`src/rtl/fis_pkg.sv`:
```
package fis_pkg;
  typedef enum logic [1:0] {
    SEQ_IDLE = 2'd0,
    SEQ_RUN  = 2'd1,
    SEQ_DONE = 2'd2
  } seq_state_e;
endpackage

```
`src/rtl/fis_param_rom.sv`:
```
module fis_param_rom #(
  parameter int          NUM_FAULTS = 4,
  parameter int          ID_W       = 6,
  parameter int          CNT_W      = 16,
  parameter int unsigned FLT_DLY  [NUM_FAULTS] = '{2, 0, 3, 1},
  parameter int unsigned FLT_HIGH [NUM_FAULTS] = '{3, 1, 2, 4},
  parameter int unsigned FLT_SLOT [NUM_FAULTS] = '{7, 3, 8, 6}
) (
  input  logic [ID_W-1:0]  idx,
  output logic [CNT_W-1:0] win_start,
  output logic [CNT_W-1:0] win_end,
  output logic [CNT_W-1:0] slot_last
);
  always_comb begin
    win_start = '0;
    win_end   = '0;
    slot_last = '0;
    for (int i = 0; i < NUM_FAULTS; i++) begin
      if (idx == ID_W'(i)) begin
        win_start = CNT_W'(FLT_DLY[i]);
        win_end   = CNT_W'(FLT_DLY[i] + FLT_HIGH[i]);
        slot_last = CNT_W'(FLT_SLOT[i] - 1);
      end
    end
  end
endmodule

```
`src/rtl/fis_slot_timer.sv`:
```
module fis_slot_timer #(
  parameter int CNT_W = 16
) (
  input  logic             clk,
  input  logic             rst_n,
  input  logic             run,
  input  logic [CNT_W-1:0] win_start,
  input  logic [CNT_W-1:0] win_end,
  input  logic [CNT_W-1:0] slot_last,
  output logic             slot_end,
  output logic             in_win
);
  logic [CNT_W-1:0] cnt_q;

  assign slot_end = run && (cnt_q == slot_last);
  assign in_win   = run && (cnt_q >= win_start) && (cnt_q < win_end);

  always_ff @(posedge clk or negedge rst_n) begin
    if (!rst_n) begin
      cnt_q <= '0;
    end else if (!run || slot_end) begin
      cnt_q <= '0;
    end else begin
      cnt_q <= cnt_q + 1'b1;
    end
  end
endmodule

```
`src/rtl/fis_sequencer.sv`:
```
module fis_sequencer
  import fis_pkg::*;
#(
  parameter int NUM_FAULTS = 4,
  parameter int ID_W       = 6
) (
  input  logic            clk,
  input  logic            rst_n,
  input  logic            start,
  input  logic            slot_end,
  output logic            run,
  output logic            done,
  output logic [ID_W-1:0] idx
);
  localparam logic [ID_W-1:0] LAST_IDX = ID_W'(NUM_FAULTS - 1);

  seq_state_e      state_q, state_d;
  logic [ID_W-1:0] idx_q, idx_d;

  always_comb begin
    state_d = state_q;
    idx_d   = idx_q;
    unique case (state_q)
      SEQ_IDLE, SEQ_DONE: begin
        if (start) begin
          state_d = SEQ_RUN;
          idx_d   = '0;
        end
      end
      SEQ_RUN: begin
        if (slot_end) begin
          if (idx_q == LAST_IDX) begin
            state_d = SEQ_DONE;
          end else begin
            idx_d = idx_q + 1'b1;
          end
        end
      end
      default: state_d = SEQ_IDLE;
    endcase
  end

  always_ff @(posedge clk or negedge rst_n) begin
    if (!rst_n) begin
      state_q <= SEQ_IDLE;
      idx_q   <= '0;
    end else begin
      state_q <= state_d;
      idx_q   <= idx_d;
    end
  end

  assign run  = (state_q == SEQ_RUN);
  assign done = (state_q == SEQ_DONE);
  assign idx  = idx_q;
endmodule

```
`src/rtl/fis_line_decoder.sv`:
```
module fis_line_decoder #(
  parameter int MAX_FAULTS = 64,
  parameter int NUM_FAULTS = 4,
  parameter int ID_W       = 6
) (
  input  logic                  en,
  input  logic [ID_W-1:0]       idx,
  output logic [MAX_FAULTS-1:0] lines
);
  for (genvar g = 0; g < MAX_FAULTS; g++) begin : g_line
    if (g < NUM_FAULTS) begin : g_used
      assign lines[g] = en && (idx == ID_W'(g));
    end else begin : g_unused
      assign lines[g] = 1'b0;
    end
  end
endmodule

```
`src/rtl/fis_sched.sv`:
```
module fis_sched #(
  parameter int          MAX_FAULTS = 64,
  parameter int          NUM_FAULTS = 4,
  parameter int          CNT_W      = 16,
  parameter int unsigned FLT_DLY  [NUM_FAULTS] = '{2, 0, 3, 1},
  parameter int unsigned FLT_HIGH [NUM_FAULTS] = '{3, 1, 2, 4},
  parameter int unsigned FLT_SLOT [NUM_FAULTS] = '{7, 3, 8, 6},
  localparam int         ID_W = $clog2(MAX_FAULTS)
) (
  input  logic                  clk,
  input  logic                  rst_n,
  input  logic                  start,
  output logic [MAX_FAULTS-1:0] fis_vec,
  output logic [ID_W-1:0]       fault_id,
  output logic                  inject_on,
  output logic                  busy,
  output logic                  done
);
  logic             run;
  logic             slot_end;
  logic             in_win;
  logic [ID_W-1:0]  idx;
  logic [CNT_W-1:0] win_start, win_end, slot_last;

  fis_sequencer #(.NUM_FAULTS(NUM_FAULTS), .ID_W(ID_W)) u_seq (
    .clk(clk), .rst_n(rst_n), .start(start), .slot_end(slot_end),
    .run(run), .done(done), .idx(idx)
  );

  fis_param_rom #(
    .NUM_FAULTS(NUM_FAULTS), .ID_W(ID_W), .CNT_W(CNT_W),
    .FLT_DLY(FLT_DLY), .FLT_HIGH(FLT_HIGH), .FLT_SLOT(FLT_SLOT)
  ) u_rom (
    .idx(idx), .win_start(win_start), .win_end(win_end), .slot_last(slot_last)
  );

  fis_slot_timer #(.CNT_W(CNT_W)) u_tmr (
    .clk(clk), .rst_n(rst_n), .run(run),
    .win_start(win_start), .win_end(win_end), .slot_last(slot_last),
    .slot_end(slot_end), .in_win(in_win)
  );

  fis_line_decoder #(.MAX_FAULTS(MAX_FAULTS), .NUM_FAULTS(NUM_FAULTS), .ID_W(ID_W)) u_dec (
    .en(in_win), .idx(idx), .lines(fis_vec)
  );

  assign fault_id  = idx;
  assign inject_on = in_win;
  assign busy      = run;
endmodule

```
`config.mk`:
```
export PLATFORM = sky130hd
export DESIGN_NAME = fis_sched
export DESIGN_NICKNAME = d
export VERILOG_FILES = /design/src/rtl/fis_pkg.sv /design/src/rtl/fis_param_rom.sv /design/src/rtl/fis_slot_timer.sv /design/src/rtl/fis_sequencer.sv /design/src/rtl/fis_line_decoder.sv /design/src/rtl/fis_sched.sv
export SDC_FILE = /design/constraint.sdc
export NUM_CORES = 1
export LEC_CHECK = 0
export BUFFER_PORTS_ARGS = -buffer_cell sky130_fd_sc_hd__buf_4
export CORE_MARGIN = 4
export CORE_UTILIZATION = 45
export CTS_BUF_LIST = sky130_fd_sc_hd__clkbuf_8
export CTS_CLUSTER_DIAMETER = 150
export DETAILED_ROUTE_END_ITERATION = 12
export HOLD_SLACK_MARGIN = 0.15
export PLACE_DENSITY = 0.69
export SYNTH_ARGS = -nofsm -noshare
export SYNTH_HDL_FRONTEND = slang
export SYNTH_HIERARCHICAL = 1
export SYNTH_SLANG_ARGS = --single-unit
```
`constraint.sdc`:
```
create_clock -name clk -period 3.6 [get_ports clk]
set_input_delay 0.54 -clock clk [delete_from_list [all_inputs] [get_ports clk]]
set_output_delay 0.54 -clock clk [all_outputs]
set_load 0.05 [all_outputs]
```
# --- Yosys cells after proc, flatten, opt, wreduce, memory -nomap -nowiden ---
# Index checks and enable logic that the tools add are counted.
word_totals:
  word_cells: 53
  input_bits: 3
  register_bits: 24
  output_inout_bits: 73
op_classes:
  add_sub_neg: 2
  n_lt_le_gt_ge: 2
  n_reduce_logical: 15
  eq_ne: 10
  mux: 21
ops:
  columns: ["cell", "count"]
  rows:
  - ["3-bit 2-to-1 mux", 8]
  - ["6-bit 2-to-1 mux", 3]
  - ["16-bit by 1-bit adder with 16-bit output (second input constant)", 1]
  - ["16-bit by 3-bit == test with 1-bit output", 1]
  - ["16-bit by 2-bit >= comparator with 1-bit output", 1]
  - ["16-bit by 3-bit less-than comparator with 1-bit output", 1]
  - ["16-bit 2-to-1 mux", 1]
  - ["2-bit 2-to-1 mux", 7]
  - ["6-bit by 2-bit == test with 1-bit output (second input constant)", 2]
  - ["6-bit case mux with 2 select lines", 1]
  - ["1-bit logical AND", 7]
  - ["6-bit by 1-bit adder with 6-bit output (second input constant)", 1]
  - ["6-bit by 1-bit == test with 1-bit output (second input constant)", 1]
  - ["6-bit logical NOT", 1]
  - ["2-bit inequality test (second input constant)", 3]
  - ["2-bit case mux with 2 select lines", 1]
  - ["4-bit AND reduction", 1]
  - ["3-bit AND reduction", 1]
  - ["2-bit by 1-bit == test with 1-bit output (second input constant)", 1]
  - ["2-bit == test (second input constant)", 1]
  - ["2-bit logical NOT", 1]
  - ["2-bit by 1-bit inequality test with 1-bit output (second input constant)", 1]
  - ["2-bit nonzero test", 1]
  - ["2-bit OR reduction", 1]
  - ["other kinds (2)", 2]

# --- Depth between registers and ports, before layout ---
logic_depth:
  ltp_word: 9
  ltp_mapped: 11
  depth_no_buf: 11

# --- By module ---
# The synthesis kept the hierarchy.
by_module_without_submodules:
  columns: ["mod", "cells_per_inst", "instances", "area_per_inst_um2"]
  rows:
  - ["fis_slot_timer", 201, 1, 1682.9]
  - ["fis_line_decoder", 70, 1, 511.7]
  - ["fis_sequencer", 50, 1, 465.4]
  - ["fis_param_rom", 51, 1, 362.8]

# --- Least setup slack after synthesis ---
# OpenSTA, ideal clock, no wires.
synth_path:
  path_type: "register -> output"
  start: "register u_seq.idx_q[3], in the netlist u_seq/idx[3]"
  end: "output port fis_vec[1]"
  t_required_ns: 3.060
  path_stages_with_launch: 12
  arrival_time_ns: 4.613
  path_slack_ns: -1.553
  path_cell_list: "dfrtp_1 or4_4 a21oi_1 buf_4 inv_1 ha_1 o21ai_0 a21oi_1 o21ai_0 and4b_1 or3b_4 nor4_1"
synth_via:
  elab_cells_between_ends: 17
  classes_between: "order compare: 2; eq/ne: 3; mux: 8; reduce/logical: 4"
synth_rtl:
  columns: ["item", "line_no", "text"]
  rows:
  - ["from (decl)", "fis_sequencer.sv:18", "logic [ID_W-1:0] idx_q, idx_d;"]
  - ["from (signal assigned)", "fis_sequencer.sv:49", "idx_q <= idx_d;"]
  - ["6-bit logical NOT", "fis_param_rom.sv:19", "if (idx == ID_W'(i)) begin"]
  - ["3-bit 2-to-1 mux (3 in series)", "fis_param_rom.sv:19", null]
  - ["3-bit 2-to-1 mux (*)", "fis_param_rom.sv:19", null]
  - ["via win_end[2]", "fis_sched.sv:23", "logic [CNT_W-1:0] win_start, win_end, slot_last;"]
  - ["16-bit by 3-bit less-than comparator with 1-bit output (*)", "fis_slot_timer.sv:16", "assign in_win = run && (cnt_q >= win_start) && (cnt_q < win_end);"]
  - ["1-bit logical AND (*)", "fis_slot_timer.sv:16", null]
  - ["via inject_on", "fis_sched.sv:15", "output logic inject_on,"]
  - ["1-bit logical AND (*)", "fis_line_decoder.sv:12", "assign lines[g] = en && (idx == ID_W'(g));"]
  - ["to (decl)", "fis_sched.sv:13", "output logic [MAX_FAULTS-1:0] fis_vec,"]
# The timed path passes the listed nets; every way through them passes the cells marked *.

# --- Final worst setup path ---
layout_path:
  start: "register u_seq.idx_q[5], in the netlist u_seq/idx[5]"
  end: "output port fis_vec[2]"
layout_via:
  elab_chain_len: 9
  elab_cells_between_ends: 17
  classes_between: "order compare: 2; eq/ne: 3; mux: 8; reduce/logical: 4"
layout_lines:
  columns: ["item", "line_no"]
  rows:
  - ["6-bit logical NOT", "fis_param_rom.sv:19"]
  - ["2-bit 2-to-1 mux (3 in series)", "fis_param_rom.sv:19"]
  - ["2-bit 2-to-1 mux (*)", "fis_param_rom.sv:19"]
  - ["via win_start[1]", "fis_sched.sv:23"]
  - ["16-bit by 2-bit >= comparator with 1-bit output (*)", "fis_slot_timer.sv:16"]
  - ["1-bit logical AND (*) (2 in series)", "fis_slot_timer.sv:16"]
  - ["1-bit logical AND (*)", "fis_line_decoder.sv:12"]
# Marked as above.

==> out/results.tsv <==
metric	value	unit
Crit Path Class	reg2out	
WP buf/inv	2	
vias per inst	4.40	
Worst VDD drop	0.169	mV
commonest non-fill, non-tap cells in the layout	conb_1 (101), inv_1 (38), ha_1 (32)	
Min Hold Slack	0.161	ns
Via Count	2064	
Simple-Gate Fraction of Synth Area	0.170	
largest net degree at the start of global routing	25	
remaining global-route overflow	0	
Boundary Pins	76	
Setup WS post-layout	-0.152	ns
cts bufs inserted	3	
initial antenna violation count	0	
final setup fails	4	
Most Used Layer, Global Route	met2	
GR Util met2	0.227	
CP max stage cell	or4_4	
fill cell count	607	
WL/cell	11.0	µm
Starting Density	0.471	
synthesized area	3020	µm²
DRT iter0 DRCs	75	
grt met1 use	0.168	
number of synthesized flops with an enable pin	0	
cell depth of the worst flop-to-flop path	9	
vias in the first global route	1931	
Port Buffers	15	
Core Util, Final	0.470	
Die Area	8090	µm²
placed cell areas	2940	µm²
CP Cell Sequence	or4_4, nor2_2, inv_1, ha_1, a31oi_1, o221ai_1, a211oi_1, and4b_4, or3b_4, nor4_4, buf_6	
Layout Nets	429	
first-pass GRT wire length	8.82	mm
R2R Path End	u_seq/idx[0]	
largest family of logic cells by synthesized area	buffers and inverters	
Die Span Y	90.0	µm
RSZ-0062 raised after global routing	true	
complex-gate fraction of the synthesized area	0.0956	
Period minus WS final	3.75	ns
Post-synth top flop	dfrtp_1	
outcome	finished with violations	
CP max FO	5	
gpl congestion	0.824	
Crit. End Element	output port	
synthesized flop and latch total	24	
Max Root-Sink Buffers	2	
violations in the final reports	setup timing	
Lkg Pwr	1.53	nW
max-slew violation count	0	
GRT Util Overall	0.127	
syn avg cell area	8.13	µm²
DRC Markers	0	
Root Buffer	clkbuf_8	
worst-skew pair later-pin latency	0.26	ns
clock sinks	24	
adder-cell area share of the yosys netlist	0.137	
delay-heaviest family, CP	simple AND/OR/NAND/NOR gates	
Final Hold Viols	0	
core area	6420	µm²
TritonCTS clock tree	done	
Fin Setup TNS	-0.498	ns
Post-CTS Hold Buffers	0	
Clock Skew	0.00223	ns
layout cells sized above 1	0.128	
Synth warnings	6	
Worst Path Arrival	3.21	ns
commonest non-fill, non-tap cell in the layout	conb_1	
Post-Synth XOR/XNOR Area	0.0869	
antenna-violating nets left	0	
Die W	90.0	µm
worst min path class	in2async	
final WL	5.15	mm
Startpoint Class	flip-flop	
Worst path max stage delay	0.59	ns
pwr dens	302	nW/µm²
register area share after synthesis	0.199	
met3 Usage GRT	0.00918	
FF/Latch Area	608	µm²
detailed placer's ending HPWL	4.15	mm
ys async rst share	1.00	
RR Startpoint	u_seq/idx[5]	
Worst-path clk slew	0.08	ns
final worst-path cycle share	1.04	
post-route design area	3020	µm²
Antenna Cells	0	
Req. time, crit path	3.06	ns
fraction of synthesized area in multiplexers	0	
cells after synthesis	372	
max cap viols	0	
Fmax	267	MHz
multi-input logic area	1940	µm²
Row Count	29	
Detailed Routing Iterations Pass 1	4	
Reg2Reg Setup Slack	0.88	ns
Synth cell types	50	
CTS H-tree depth	1	
area delta synth->final	-0.0413	%
==> layout make-up <==
type                            count  area share
Multi-Input combinational cell    303       0.641
Sequential cell                    24       0.201
Timing Repair Buffer               22      0.0596
Inverter                           39      0.0484
Tap cell                           77      0.0319
Clock buffer                        4      0.0182
==> sequential cells by signal (all words and copies together) (netlist names) <==
name	count
u_tmr/cnt_q	16
u_seq/state_q	2
u_seq/idx	6
==> through the flow <==
step                cells  power [W]  worst slack (ns)
floorplan             471   0.000754            -0.303
global placement      464   0.000726             0.169
detailed placement    464   0.000734            0.0804
CTS                   469   0.000916            -0.146
global route          469   0.000984            -0.293
finish                469   0.000914            -0.152
==> cell families after synthesis <==
group,Yosys count
adders and majority gates,33
AOI/OAI and AO/OA,46
DFF,24
buffers and inverters,144
and+or+nand+nor,93
other,2
xor gates and xnor gates,30
==> worst reg2reg max path, stage by stage, from the launching register on <==
cell and delay, ns:
dfrtp_2 0.41, or4_4 0.59, a21oi_1 0.18, xor2_1 0.11
nor4_1 0.27, nand4_1 0.22, nor2_1 0.19, inv_1 0.09
o2bb2ai_2 0.19, a221o_1 0.37
==> report_power, final <==
| group | switching (W) | leakage (nW) | internal (W) | total (W) |
|---|---|---|---|---|
| clock | 0.0000842 | 0.0288 | 0.0000975 | 0.000182 |
| combinational | 0.000268 | 1.20 | 0.000110 | 0.000377 |
| sequential | 0.0000597 | 0.307 | 0.000295 | 0.000355 |
| total | 0.000412 | 1.53 | 0.000502 | 0.000914 |
==> synth_stat cells, types with 2 or more instances <==
master	instances	area (µm²)
a211oi_1	2	15.0
a21o_1	2	15.0
a21oi_1	15	75.1
and4_1	2	17.5
buf_4	103	773
conb_1	2	7.51
dfrtp_1	24	601
ha_1	33	413
inv_1	39	146
nand2_1	15	56.3
nand2b_1	4	25.0
nand3_1	10	50.1
nand4_1	8	50.1
nand4b_1	2	17.5
nor2_1	28	105
nor3_2	2	20.0
nor3b_1	2	15.0
nor4_1	7	43.8
o21ai_0	6	30.0
o21ai_1	8	40.0
xnor2_1	7	61.3
xor2_1	23	201
==> timing repair <==
item | 4_1_cts | 5_1_grt
buffers inserted | 1 | 0
resized for setup | 5 | 0
hold endpoints to repair | 0 | 0
endpoints found under the setup margin | 4 | 4
pin swaps | 2 | 1
==> worst max path at each step <==
| stage | start | to | cells after the start |
|---|---|---|---|
| after floorplan | u_seq/idx[3] | fis_vec[1] | 11 |
| after CTS | u_seq/idx[5] | fis_vec[2] | 11 |
| after global routing | u_seq/idx[5] | fis_vec[1] | 11 |
| after detailed placement | u_seq/idx[3] | fis_vec[2] | 11 |
| final | u_seq/idx[5] | fis_vec[2] | 11 |
| after global placement | u_seq/idx[3] | fis_vec[2] | 11 |
==> metal layers <==
layer | vias to the layer above | share of wire
met5 | - | 0
met4 | 0 | 0.0041
met3 | 2 | 0.054
met2 | 61 | 0.49
met1 | 927 | 0.46
li1 | 1074 | -
Note: power is estimated with default switching activity, not from simulation.
